===== config.mk =====
export PLATFORM = sky130hd
export DESIGN_NAME = rdport_check
export DESIGN_NICKNAME = d
export VERILOG_FILES = /design/src/rtl/rdport_pkg.sv /design/src/rtl/rdport_decode.sv /design/src/rtl/rdport_banks.sv /design/src/rtl/rdport_count.sv /design/src/rtl/rdport_trans.sv /design/src/rtl/rdport_check.sv
export SDC_FILE = /design/constraint.sdc
export NUM_CORES = 1
export LEC_CHECK = 0
export BUFFER_PORTS_ARGS = -buffer_cell sky130_fd_sc_hd__buf_2
export CAP_MARGIN = 20
export CORE_ASPECT_RATIO = 1.1
export CORE_MARGIN = 4
export CORE_UTILIZATION = 50
export CTS_BUF_LIST = sky130_fd_sc_hd__clkbuf_2
export CTS_CLUSTER_SIZE = 8
export DETAILED_ROUTE_END_ITERATION = 10
export PLACE_DENSITY = 0.76
export REMOVE_ABC_BUFFERS = 1
export SETUP_SLACK_MARGIN = 0.2
export SYNTH_ARGS = -nofsm -noshare
export SYNTH_HDL_FRONTEND = slang
export SYNTH_SLANG_ARGS = --single-unit

===== constraint.sdc =====
create_clock -name clk -period 16.25 [get_ports clk]
set_input_delay 1.625 -clock clk [delete_from_list [all_inputs] [get_ports clk]]
set_output_delay 1.625 -clock clk [all_outputs]
set_load 0.005 [all_outputs]

===== src/rtl/rdport_pkg.sv =====
// Shared widths, operand record and helper functions for the read-port checker.
// Assumes three sources per slot and four component banks.
package rdport_pkg;
    localparam int SEL_W  = 8;
    localparam int ELEM_W = 2;
    localparam int NSRC   = 3;
    localparam int NCYC   = 3;
    localparam int NBANK  = 4;
    localparam int REG_W  = 7;
    localparam int CODE_W = 5;
    localparam int NCELL  = NCYC * NBANK;
    localparam int CELL_W = $clog2(NCELL);
    localparam int KEY_W  = SEL_W + ELEM_W;

    // Decoded view of one source operand
    typedef struct packed {
        logic              port;   // takes a register-file cell
        logic              gpr;    // select names a GPR
        logic              konst;  // select names a cached constant
        logic              prev;   // previous vector/scalar result
        logic [1:0]        cyc;    // fetch cycle from the swizzle
        logic [REG_W-1:0]  rg;     // GPR index
        logic [ELEM_W-1:0] el;     // component element
        logic [SEL_W-1:0]  sel;    // raw select
    } opnd_t;

    // Swizzle code -> {cycle of src0, src1, src2}
    function automatic logic [5:0] swz_map(input logic [2:0] code);
        case (code)
            3'd1:    return {2'd0, 2'd2, 2'd1};
            3'd2:    return {2'd1, 2'd2, 2'd0};
            3'd3:    return {2'd1, 2'd0, 2'd2};
            3'd4:    return {2'd2, 2'd0, 2'd1};
            3'd5:    return {2'd2, 2'd1, 2'd0};
            default: return {2'd0, 2'd1, 2'd2};
        endcase
    endfunction

    // Flags {trans, konst, gpr, bank} plus overrun -> single highest-priority bit
    function automatic logic [CODE_W-1:0] pick_code(input logic ovr, input logic [3:0] f);
        if (ovr)  return 5'b10000;
        if (f[0]) return 5'b00001;
        if (f[1]) return 5'b00010;
        if (f[2]) return 5'b00100;
        if (f[3]) return 5'b01000;
        return 5'b00000;
    endfunction
endpackage


===== src/rtl/rdport_decode.sv =====
// Splits one slot into three operand records: class, fetch cycle and the
// square exemption for src1. Purely combinational.
module rdport_decode
    import rdport_pkg::*;
(
    input  logic [NSRC*SEL_W-1:0]  sel_i,
    input  logic [NSRC*ELEM_W-1:0] elem_i,
    input  logic [1:0]             nsrc_i,
    input  logic [2:0]             swz_i,
    output opnd_t [NSRC-1:0]       op_o
);
    logic [5:0] map;
    logic       sq1;

    // Cycle map and square detection (src1 repeats a GPR src0)
    assign map = swz_map(swz_i);
    assign sq1 = (nsrc_i >= 2'd2) && !sel_i[SEL_W-1]
              && (sel_i[0 +: SEL_W] == sel_i[SEL_W +: SEL_W])
              && (elem_i[0 +: ELEM_W] == elem_i[ELEM_W +: ELEM_W]);

    for (genvar i = 0; i < NSRC; i++) begin : g_op
        logic [SEL_W-1:0]  s;
        logic [ELEM_W-1:0] e;
        logic              used, isg, skip;
        assign s    = sel_i[i*SEL_W +: SEL_W];
        assign e    = elem_i[i*ELEM_W +: ELEM_W];
        assign used = (nsrc_i > 2'(i));
        assign isg  = used && !s[SEL_W-1];
        assign skip = (i == 1) && sq1;
        // Pack the operand record
        assign op_o[i] = {isg && !skip, isg, used && (s[7:6] == 2'b10),
                          used && (s >= 8'd254), map[5-2*i -: 2],
                          s[REG_W-1:0], e, s};
    end
endmodule


===== src/rtl/rdport_banks.sv =====
// Cycle-by-bank occupancy grid for one group. A cell holds one register;
// a second different register in the same cell is a conflict.
module rdport_banks
    import rdport_pkg::*;
(
    input  logic             clk,
    input  logic             rst_n,
    input  logic             clear_i,
    input  logic             upd_i,
    input  opnd_t [NSRC-1:0] op_i,
    output logic             conflict_o
);
    logic [NCELL-1:0] occ_q, occ_d;
    logic [REG_W-1:0] reg_q [NCELL];
    logic [REG_W-1:0] reg_d [NCELL];
    logic [CELL_W-1:0] idx;
    logic              unused_op;

    assign unused_op = ^op_i;

    // Claim cells in source order, flag a differing register
    always_comb begin
        occ_d      = occ_q;
        reg_d      = reg_q;
        conflict_o = 1'b0;
        idx        = '0;
        for (int i = 0; i < NSRC; i++) begin
            if (op_i[i].port) begin
                idx = CELL_W'(op_i[i].cyc) * CELL_W'(NBANK) + CELL_W'(op_i[i].el);
                if (occ_d[idx] && (reg_d[idx] != op_i[i].rg)) begin
                    conflict_o = 1'b1;
                end else begin
                    occ_d[idx] = 1'b1;
                    reg_d[idx] = op_i[i].rg;
                end
            end
        end
    end

    // Hold grid across the group, empty it when the group closes
    always_ff @(posedge clk) begin
        if (!rst_n || clear_i) begin
            occ_q <= '0;
        end else if (upd_i) begin
            occ_q <= occ_d;
            reg_q <= reg_d;
        end
    end
endmodule


===== src/rtl/rdport_count.sv =====
// Distinct-resource counters for one group: GPR indices and constant
// (select, element) pairs, each bounded by a parameter.
module rdport_count
    import rdport_pkg::*;
#(
    parameter int MAX_GPR   = 3,
    parameter int MAX_CONST = 4
) (
    input  logic             clk,
    input  logic             rst_n,
    input  logic             clear_i,
    input  logic             upd_i,
    input  opnd_t [NSRC-1:0] op_i,
    output logic             gpr_over_o,
    output logic             const_over_o
);
    localparam int GCW = $clog2(MAX_GPR + 1);
    localparam int KCW = $clog2(MAX_CONST + 1);

    logic [REG_W-1:0] g_q [MAX_GPR];
    logic [REG_W-1:0] g_d [MAX_GPR];
    logic [KEY_W-1:0] k_q [MAX_CONST];
    logic [KEY_W-1:0] k_d [MAX_CONST];
    logic [GCW-1:0]   gn_q, gn_d;
    logic [KCW-1:0]   kn_q, kn_d;
    logic             ghit, khit, unused_op;

    assign unused_op = ^op_i;

    // Insert new GPR indices, flag one past the limit
    always_comb begin
        g_d = g_q; gn_d = gn_q; gpr_over_o = 1'b0; ghit = 1'b0;
        for (int i = 0; i < NSRC; i++) begin
            if (op_i[i].gpr) begin
                ghit = 1'b0;
                for (int j = 0; j < MAX_GPR; j++)
                    if ((GCW'(j) < gn_d) && (g_d[j] == op_i[i].rg)) ghit = 1'b1;
                if (!ghit) begin
                    if (gn_d == GCW'(MAX_GPR)) gpr_over_o = 1'b1;
                    else begin g_d[gn_d] = op_i[i].rg; gn_d = gn_d + 1'b1; end
                end
            end
        end
    end

    // Insert new constant pairs, flag one past the limit
    always_comb begin
        k_d = k_q; kn_d = kn_q; const_over_o = 1'b0; khit = 1'b0;
        for (int i = 0; i < NSRC; i++) begin
            if (op_i[i].konst) begin
                khit = 1'b0;
                for (int j = 0; j < MAX_CONST; j++)
                    if ((KCW'(j) < kn_d) && (k_d[j] == {op_i[i].sel, op_i[i].el})) khit = 1'b1;
                if (!khit) begin
                    if (kn_d == KCW'(MAX_CONST)) const_over_o = 1'b1;
                    else begin k_d[kn_d] = {op_i[i].sel, op_i[i].el}; kn_d = kn_d + 1'b1; end
                end
            end
        end
    end

    // Keep lists for the group, reset them at group close
    always_ff @(posedge clk) begin
        if (!rst_n || clear_i) begin
            gn_q <= '0;
            kn_q <= '0;
        end else if (upd_i) begin
            gn_q <= gn_d; g_q <= g_d;
            kn_q <= kn_d; k_q <= k_d;
        end
    end
endmodule


===== src/rtl/rdport_trans.sv =====
// Transcendental-slot rules: at most two distinct constants, and the fetch
// cycle limits that depend on how many constant operands the slot has.
module rdport_trans
    import rdport_pkg::*;
(
    input  logic             trans_i,
    input  opnd_t [NSRC-1:0] op_i,
    output logic             kover_o,
    output logic             cyc_viol_o
);
    logic [1:0]       nk;
    logic [KEY_W-1:0] key [NSRC];
    logic             unused_op;

    assign unused_op = ^op_i;

    // Count constants, test three-distinct case and cycle limits
    always_comb begin
        nk = 2'd0;
        for (int i = 0; i < NSRC; i++) begin
            nk     = nk + {1'b0, op_i[i].konst};
            key[i] = {op_i[i].sel, op_i[i].el};
        end
        kover_o = trans_i && (nk == 2'd3) && (key[0] != key[1])
               && (key[0] != key[2]) && (key[1] != key[2]);
        cyc_viol_o = 1'b0;
        for (int i = 0; i < NSRC; i++) begin
            if (trans_i && (op_i[i].port || op_i[i].prev)) begin
                if ((nk == 2'd1) && (op_i[i].cyc == 2'd0)) cyc_viol_o = 1'b1;
                if ((nk >= 2'd2) && (op_i[i].cyc != 2'd2)) cyc_viol_o = 1'b1;
            end
        end
    end
endmodule


===== src/rtl/rdport_check.sv =====
// Top: accepts slots of a group beat by beat, accumulates violations and
// registers a one-hot verdict on the edge after the closing beat.
// Assumes the source sends slots in x, y, z, w, trans order.
module rdport_check
    import rdport_pkg::*;
#(
    parameter int MAX_SLOTS = 5,
    parameter int MAX_GPR   = 3,
    parameter int MAX_CONST = 4
) (
    input  logic                    clk,
    input  logic                    rst_n,
    input  logic                    slot_valid,
    input  logic                    slot_last,
    input  logic                    slot_trans,
    input  logic [1:0]              slot_nsrc,
    input  logic [NSRC*SEL_W-1:0]   src_sel,
    input  logic [NSRC*ELEM_W-1:0]  src_elem,
    input  logic [2:0]              slot_swz,
    output logic                    res_valid,
    output logic                    res_pass,
    output logic [CODE_W-1:0]       res_code
);
    localparam int CNT_W = $clog2(MAX_SLOTS + 1);

    opnd_t [NSRC-1:0] op;
    logic [CNT_W-1:0] cnt_q;
    logic             ovr_q, overrun, live, close;
    logic             conflict, gpr_over, const_over, t_kover, t_cyc;
    logic [3:0]       acc_q, flags;
    logic [CODE_W-1:0] code_nxt;

    rdport_decode u_dec (
        .sel_i(src_sel), .elem_i(src_elem), .nsrc_i(slot_nsrc),
        .swz_i(slot_swz), .op_o(op)
    );

    rdport_banks u_banks (
        .clk(clk), .rst_n(rst_n), .clear_i(close), .upd_i(live),
        .op_i(op), .conflict_o(conflict)
    );

    rdport_count #(.MAX_GPR(MAX_GPR), .MAX_CONST(MAX_CONST)) u_cnt (
        .clk(clk), .rst_n(rst_n), .clear_i(close), .upd_i(live),
        .op_i(op), .gpr_over_o(gpr_over), .const_over_o(const_over)
    );

    rdport_trans u_trans (
        .trans_i(slot_trans), .op_i(op), .kover_o(t_kover), .cyc_viol_o(t_cyc)
    );

    // Beat classification and this beat's violations
    assign overrun  = slot_valid && (ovr_q || (cnt_q == CNT_W'(MAX_SLOTS)));
    assign live     = slot_valid && !overrun;
    assign close    = slot_valid && slot_last;
    assign flags    = live ? {t_cyc, const_over || t_kover, gpr_over, conflict} : 4'b0;
    assign code_nxt = pick_code(ovr_q || overrun, acc_q | flags);

    // Group sequencing: slot count, overrun latch, violation accumulator
    always_ff @(posedge clk) begin
        if (!rst_n || close) begin
            cnt_q <= '0;
            ovr_q <= 1'b0;
            acc_q <= '0;
        end else if (slot_valid) begin
            ovr_q <= ovr_q || overrun;
            acc_q <= acc_q | flags;
            if (!overrun) cnt_q <= cnt_q + 1'b1;
        end
    end

    // Registered verdict, one cycle wide
    always_ff @(posedge clk) begin
        if (!rst_n || !close) begin
            res_valid <= 1'b0;
            res_pass  <= 1'b0;
            res_code  <= '0;
        end else begin
            res_valid <= 1'b1;
            res_pass  <= (code_nxt == '0);
            res_code  <= code_nxt;
        end
    end
endmodule


# == After elaboration in Yosys (flattened, before gate mapping) ==
# Cells that the tools add are included.
# totals
wordCells,427
output_inout_bits,7
input_bits,40
ff_bits,177
# classes
reduce_logical,86
n_bitwise,15
n_mux,184
n_eq_ne,49
n_lt_le_gt_ge,53
n_addsub,12
# op_table
operator,count
84-bit 2-to-1 mux,6
40-bit 2-to-1 mux,9
84-bit bitwise mux,3
21-bit 2-to-1 mux,9
40-bit bitwise mux,3
10-bit == test,12
7-bit binary-select mux with 4-bit select,3
7-bit demux with 4-bit select,3
7-bit 2-to-1 mux,12
1-bit 2-to-1 mux,82
12-bit 2-to-1 mux,6
1-bit logical AND,65
21-bit bitwise mux,3
7-bit == test,9
10-bit demux with 2-bit select,3
5-bit 2-to-1 mux,10
7-bit demux with 2-bit select,3
12-bit bitwise OR,3
10-bit 2-to-1 mux,3
10-bit != test,3
6-bit one-hot mux with 5 select lines,1
3-bit 2-to-1 mux,9
"8-bit greater-or-equal comparator, second input constant",3
7-bit != test,3
other kinds (42),133

# == Longest topological paths before layout ==
# logic_depth
depth_word,47
mapped_depth,30
depth_no_buf,23

# == Hierarchy ==
# A second synthesis with hierarchy kept.
# hier_totals
cells_unflattened,2324
hier_area_um2,20379.5
# modules_own_cells
mod,cells_each,seq_area_each_um2,area_per_inst_um2,n_inst
rdport_banks,1229,2762.6,10746.6,1
rdport_count,875,1931.9,7923.8,1
rdport_decode,102,0.0,706.9,1
rdport_check,62,300.3,576.8,1
rdport_trans,56,0.0,425.4,1

# == Worst setup path after synthesis ==
# Ideal clock, no wire load.
# synth_timing
kind,input port to flip-flop
start,input port slot_last
end,"register u_banks.reg_q[0] (netlist name), enable pin"
setup_ns,0.652
required_time_ns,15.598
n_path_buf,0
arrival_ns,7.912
cell_stages,3
setup_slack_ns,7.686
path_cell_list,nand2_1 > nand2_1 > nor2_1
# synth_via
elab_chain_cells,4
# synth_rtl
element,line,rtl
from (decl),rdport_check.sv:14,"input logic slot_last,"
1-bit logical AND,rdport_check.sv:55,assign close = slot_valid && slot_last;
1-bit logical OR,rdport_banks.sv:42,if (!rst_n || clear_i) begin
1-bit NOT (no line),n/a,
2-bit AND reduction (no line),n/a,
to (signal assigned),rdport_banks.sv:46,reg_q <= reg_d;
to (decl),rdport_banks.sv:14,logic [REG_W-1:0] reg_q [NCELL];
# Every way passes these cells.
# A chain may end at the register's enable or synchronous reset.

==> PnR_summary.wiki <==
{| class="wikitable"
! Metric !! Value
|-
| Run status || finished, final reports clean
|-
| Antenna violations before repair || 2
|-
| Ys Warns || 0
|-
| Number of hold-repair buffers added at the cts stage || 0
|-
| Fraction of layout instances using a drive strength above 1 || between 10% and 20%
|-
| Antenna violation net count after detailed routing || 0
|-
| LEAKAGE || ~7.6 nW
|-
| Class of the worst hold path || register to register
|-
| Final hold viol count || 0
|-
| Number of setup buffers added after CTS || 0
|-
| Sink count of the clock tree || approximately 180
|-
| DRC violation total after the first TritonRoute iteration || between 3,000 and 4,000
|-
| Final Critical Period || around 11,000 ps
|-
| Fraction of the yosys area taken by sequential cells || a little over a quarter
|-
| Cell area power density || between 60 and 70 nW/um^2
|-
| Overall die height || about 210 um
|-
| Clock Skews || between 80 and 90 ps
|-
| Post-CTS sizing || 0
|-
| Cell chosen for the clock root || clkbuf_2
|-
| Largest net degree at the start of global routing || 75
|-
| Portion of the clock cycle consumed by the worst path in the final layout || around two thirds
|-
| Reg-to-reg endpoint || u_banks.reg_q[7]$_DFFE_PP_
|-
| Launch point of the worst hold path || cnt_q[1]$_SDFFE_PP0P_
|-
| Unrepaired setup endpoints after global routing || false
|-
| DR DRC count || 0
|-
| Area growth, synth to finish || 4.51%
|-
| Non-Filler Instances || 2,643
|-
| Final RePlAce weighted congestion || between 1 and 1.5
|-
| Arithmetic-cell share of the synthesized area counting full adders, half adders and majority gates || approximately 1.5%
|-
| Top cell type by total area after synthesis || edfxtp_1
|-
| Placed insts || roughly 2,600
|-
| Syn Area/Cell || ~8.7 sq um
|-
| Net total in the final layout || approximately 2,200
|-
| Overflow after GRT || 0
|-
| I/O Pins || between 40 and 50
|-
| Total negative slack for setup checks || 0 ps
|-
| Share of the synthesized area in the top cell type || approximately 23%
|-
| # port buffers || between 40 and 50
|-
| Post-route cell area || just under 20,000 sq um
|-
| Die area || 41,300 sq um
|-
| Floorplan core area || 37,400 sq um
|-
| Post-Synthesis Cells || 2,194
|-
| Critical path startpoint category || input port
|-
| Count of maximum capacitance violations || 0
|-
| Number of buffers on the longest clock path || 2
|-
| Hold Path Depth || 2
|-
| Insertion delay of the later-clocked pin in the worst-skew pair || 1000 ps
|-
| Post-Synth Simple-Gate Area || roughly 18%
|-
| Largest cells by area after synthesis || edfxtp_1, mux2i_1, xnor2_1
|-
| Worst Hold End || cnt_q[1]$_SDFFE_PP0P_
|-
| First-pass detailed-route iteration total || 8
|-
| Number of flops mapped to enable cells by yosys || 145
|-
| Initial Utilization || about half
|-
| Reg-to-Reg Start || u_banks.reg_q[4]$_DFFE_PP_
|-
| Via count of the first global-routing pass || 18,680
|-
| Clock-pin slew reported for the worst setup and hold paths after clock tree synthesis || ~260 ps
|-
| Fraction of synthesized area in multiplexers || between 20% and 30%
|-
| XOR/XNOR share of the synthesized area || under 10%
|-
| Post-synth design cell area || approximately 19,000 sq um
|-
| Synthesis-stage register bit count || 177
|-
| CTS H-tree lvls || 4
|-
| Die boundary width || approximately 190 um
|-
| FF-to-FF path depth || 20
|-
| Clock tree from TritonCTS || yes
|-
| Number of buffers added by the clock tree synthesis step || 17
|-
| Post-synth cell types || 95
|-
| Endpoint class of the critical path || register
|-
| Data required time of the critical path || approximately 17,000 ps
|-
| Wire length of the first global-routing pass || ~130,000 um
|-
| Via total after detailed routing || ~20,000
|-
| Rows || 74
|-
| Dominant combinational cell family by area after synthesis || multiplexers
|-
| Mean number of vias per cell || between 7 and 8
|-
| Number of max-slew violations in the final report || 0
|-
| DP Area || around 20,000 sq um
|-
| Critical path fanouts, max || 20
|-
| Highest clock rate || 0.0936 GHz
|-
| Final Setup Violations || 0
|-
| Detailed-placement wirelength estimate || approximately 63,000 um
|-
| Maximum VDD drop || slightly below 0.06 mV
|-
| GRT Overall Usage || ~42%
|-
| Transition time at the pin with the least slew margin || roughly 1200 ps
|-
| Crit path kind || input port to register
|-
| Final standard cell utilization of the core || about 53%
|-
| Drt wl/cell || 34.4 um
|-
| Share of synthesized registers carrying an async set or reset || 0%
|-
| Predominant post-synthesis flop cell || edfxtp_1
|-
| Routed wire length || between 90,000 and 100,000 um
|-
| Worst slew slack as a fraction of its limit || approximately 16%
|-
| Worst reg-to-reg setup slack || 6640 ps
|-
| Synth Area in Compound Gates || around a fifth
|-
| Worst EP arrival || between 10,000 and 15,000 ps
|}
-- cell usage in the layout (no fill, tap or decap), types with 28 or more instances in the layout --
| master | instances |
|---|---|
| a21oi_1 | 110 |
| a31oi_1 | 36 |
| and3_1 | 33 |
| buf_2 | 46 |
| buf_4 | 72 |
| dfxtp_1 | 32 |
| edfxtp_1 | 145 |
| inv_1 | 45 |
| mux2_1 | 28 |
| mux2_2 | 84 |
| mux2i_1 | 235 |
| nand2_1 | 157 |
| nand3_1 | 69 |
| nand4_1 | 53 |
| nor2_1 | 184 |
| nor4_1 | 33 |
| o21ai_0 | 76 |
| o31ai_1 | 28 |
| xnor2_1 | 169 |
-- power by group --
group	leakage (nW)	switching (mW)	internal [mW]
logic	5.86	0.306	0.146
registers	1.61	0.0219	0.515
clock network	0.140	0.192	0.0595
-- layer usage --
metal  GRT usage [%]  vias up  wire (um)
met5               0        -          0
met4            33.0        0       8880
met3            12.6      486      12800
met2            62.8     1818      37500
met1            51.8     9330      31900
li1                -     8158          -
-- cells in the mapped netlist (all sizes together) (18+ instances only) --
master	count
ha	21
inv	46
or4	20
nor3	24
a221oi	23
xnor2	169
nand3	69
clkbuf	147
mux2i	235
mux2	112
nor2	185
o31ai	28
buf	51
o21ai	91
o211ai	25
dfxtp	32
a21oi	112
a211oi	36
nand4	55
a31oi	37
nor2b	18
nand2	157
edfxtp	145
and3	33
nor4	33
xor2	22
-- cells by family after synthesis --
kind of cell,after synthesis
mux,360
buf+inv,251
fa+ha+maj,23
flops,177
compound gates,517
simple gates,675
xor+xnor,191
-- cell type report --
type                            instances  area [sq um]
Clock buffer                           18          90.1
Timing Repair Buffer                  118           771
Multi-Input combinational cell       1766         13100
Sequential cell                       177          4990
Tap cell                              494           618
Inverter                               53           199
Fill cell                            3514         17500
Clock inverter                         14           131
Antenna cell                            3          7.51
-- worst max-delay path by stage --
| stage | from | to | slack, ps |
|---|---|---|---|
| CTS | slot_swz[2] | u_banks.reg_q[7]$_DFFE_PP_ | 5790 |
| finish | slot_swz[2] | u_banks.reg_q[7]$_DFFE_PP_ | 5570 |
| global placement | slot_swz[2] | u_banks.reg_q[27]$_DFFE_PP_ | 5050 |
| global route | slot_swz[2] | u_banks.reg_q[17]$_DFFE_PP_ | 5290 |
| detailed placement | slot_swz[2] | u_banks.reg_q[4]$_DFFE_PP_ | 4770 |
| floorplan | slot_swz[2] | u_banks.reg_q[64]$_DFFE_PP_ | 5920 |
-- metrics by stage --
| step | setup WS, ps | power [mW] | hold WS, ps |
|---|---|---|---|
| CTS | 5790 | 1.21 | 545 |
| global route | 5290 | 1.27 | 591 |
| finish | 5570 | 1.24 | 543 |
| detailed placement | 4770 | 0.971 | 505 |
| floorplan | 5920 | 0.790 | 450 |
| global placement | 5050 | 0.968 | 467 |
-- state kept, by name (all words and copies together) (netlist names) --
signal / cells
acc_q: 4
cnt_q: 3
ovr_q: 1
res_code: 5
res_pass: 1
res_valid: 1
u_banks.occ_q: 12
u_banks.reg_q: 84
u_cnt.g_q: 21
u_cnt.gn_q: 2
u_cnt.k_q: 40
u_cnt.kn_q: 3
-- critical path: stages --
cell and delay, ps:
buf_2 150, inv_1 110, ha_1 840, mux2i_1 290, a22oi_1 140, a221o_1 390, a222oi_1 540, nand4_2 590
a211oi_2 1100, mux2_2 430, o41ai_2 340, nand4_1 150, xnor2_1 210, nand4_1 200, nor3_4 690, o211ai_2 420
mux2i_1 230, a221oi_1 820, a221oi_1 180, mux2i_1 230, and4b_1 290, nand4_4 360, a211oi_4 650, mux2_1 390
Power figures use the tool's default switching activity.
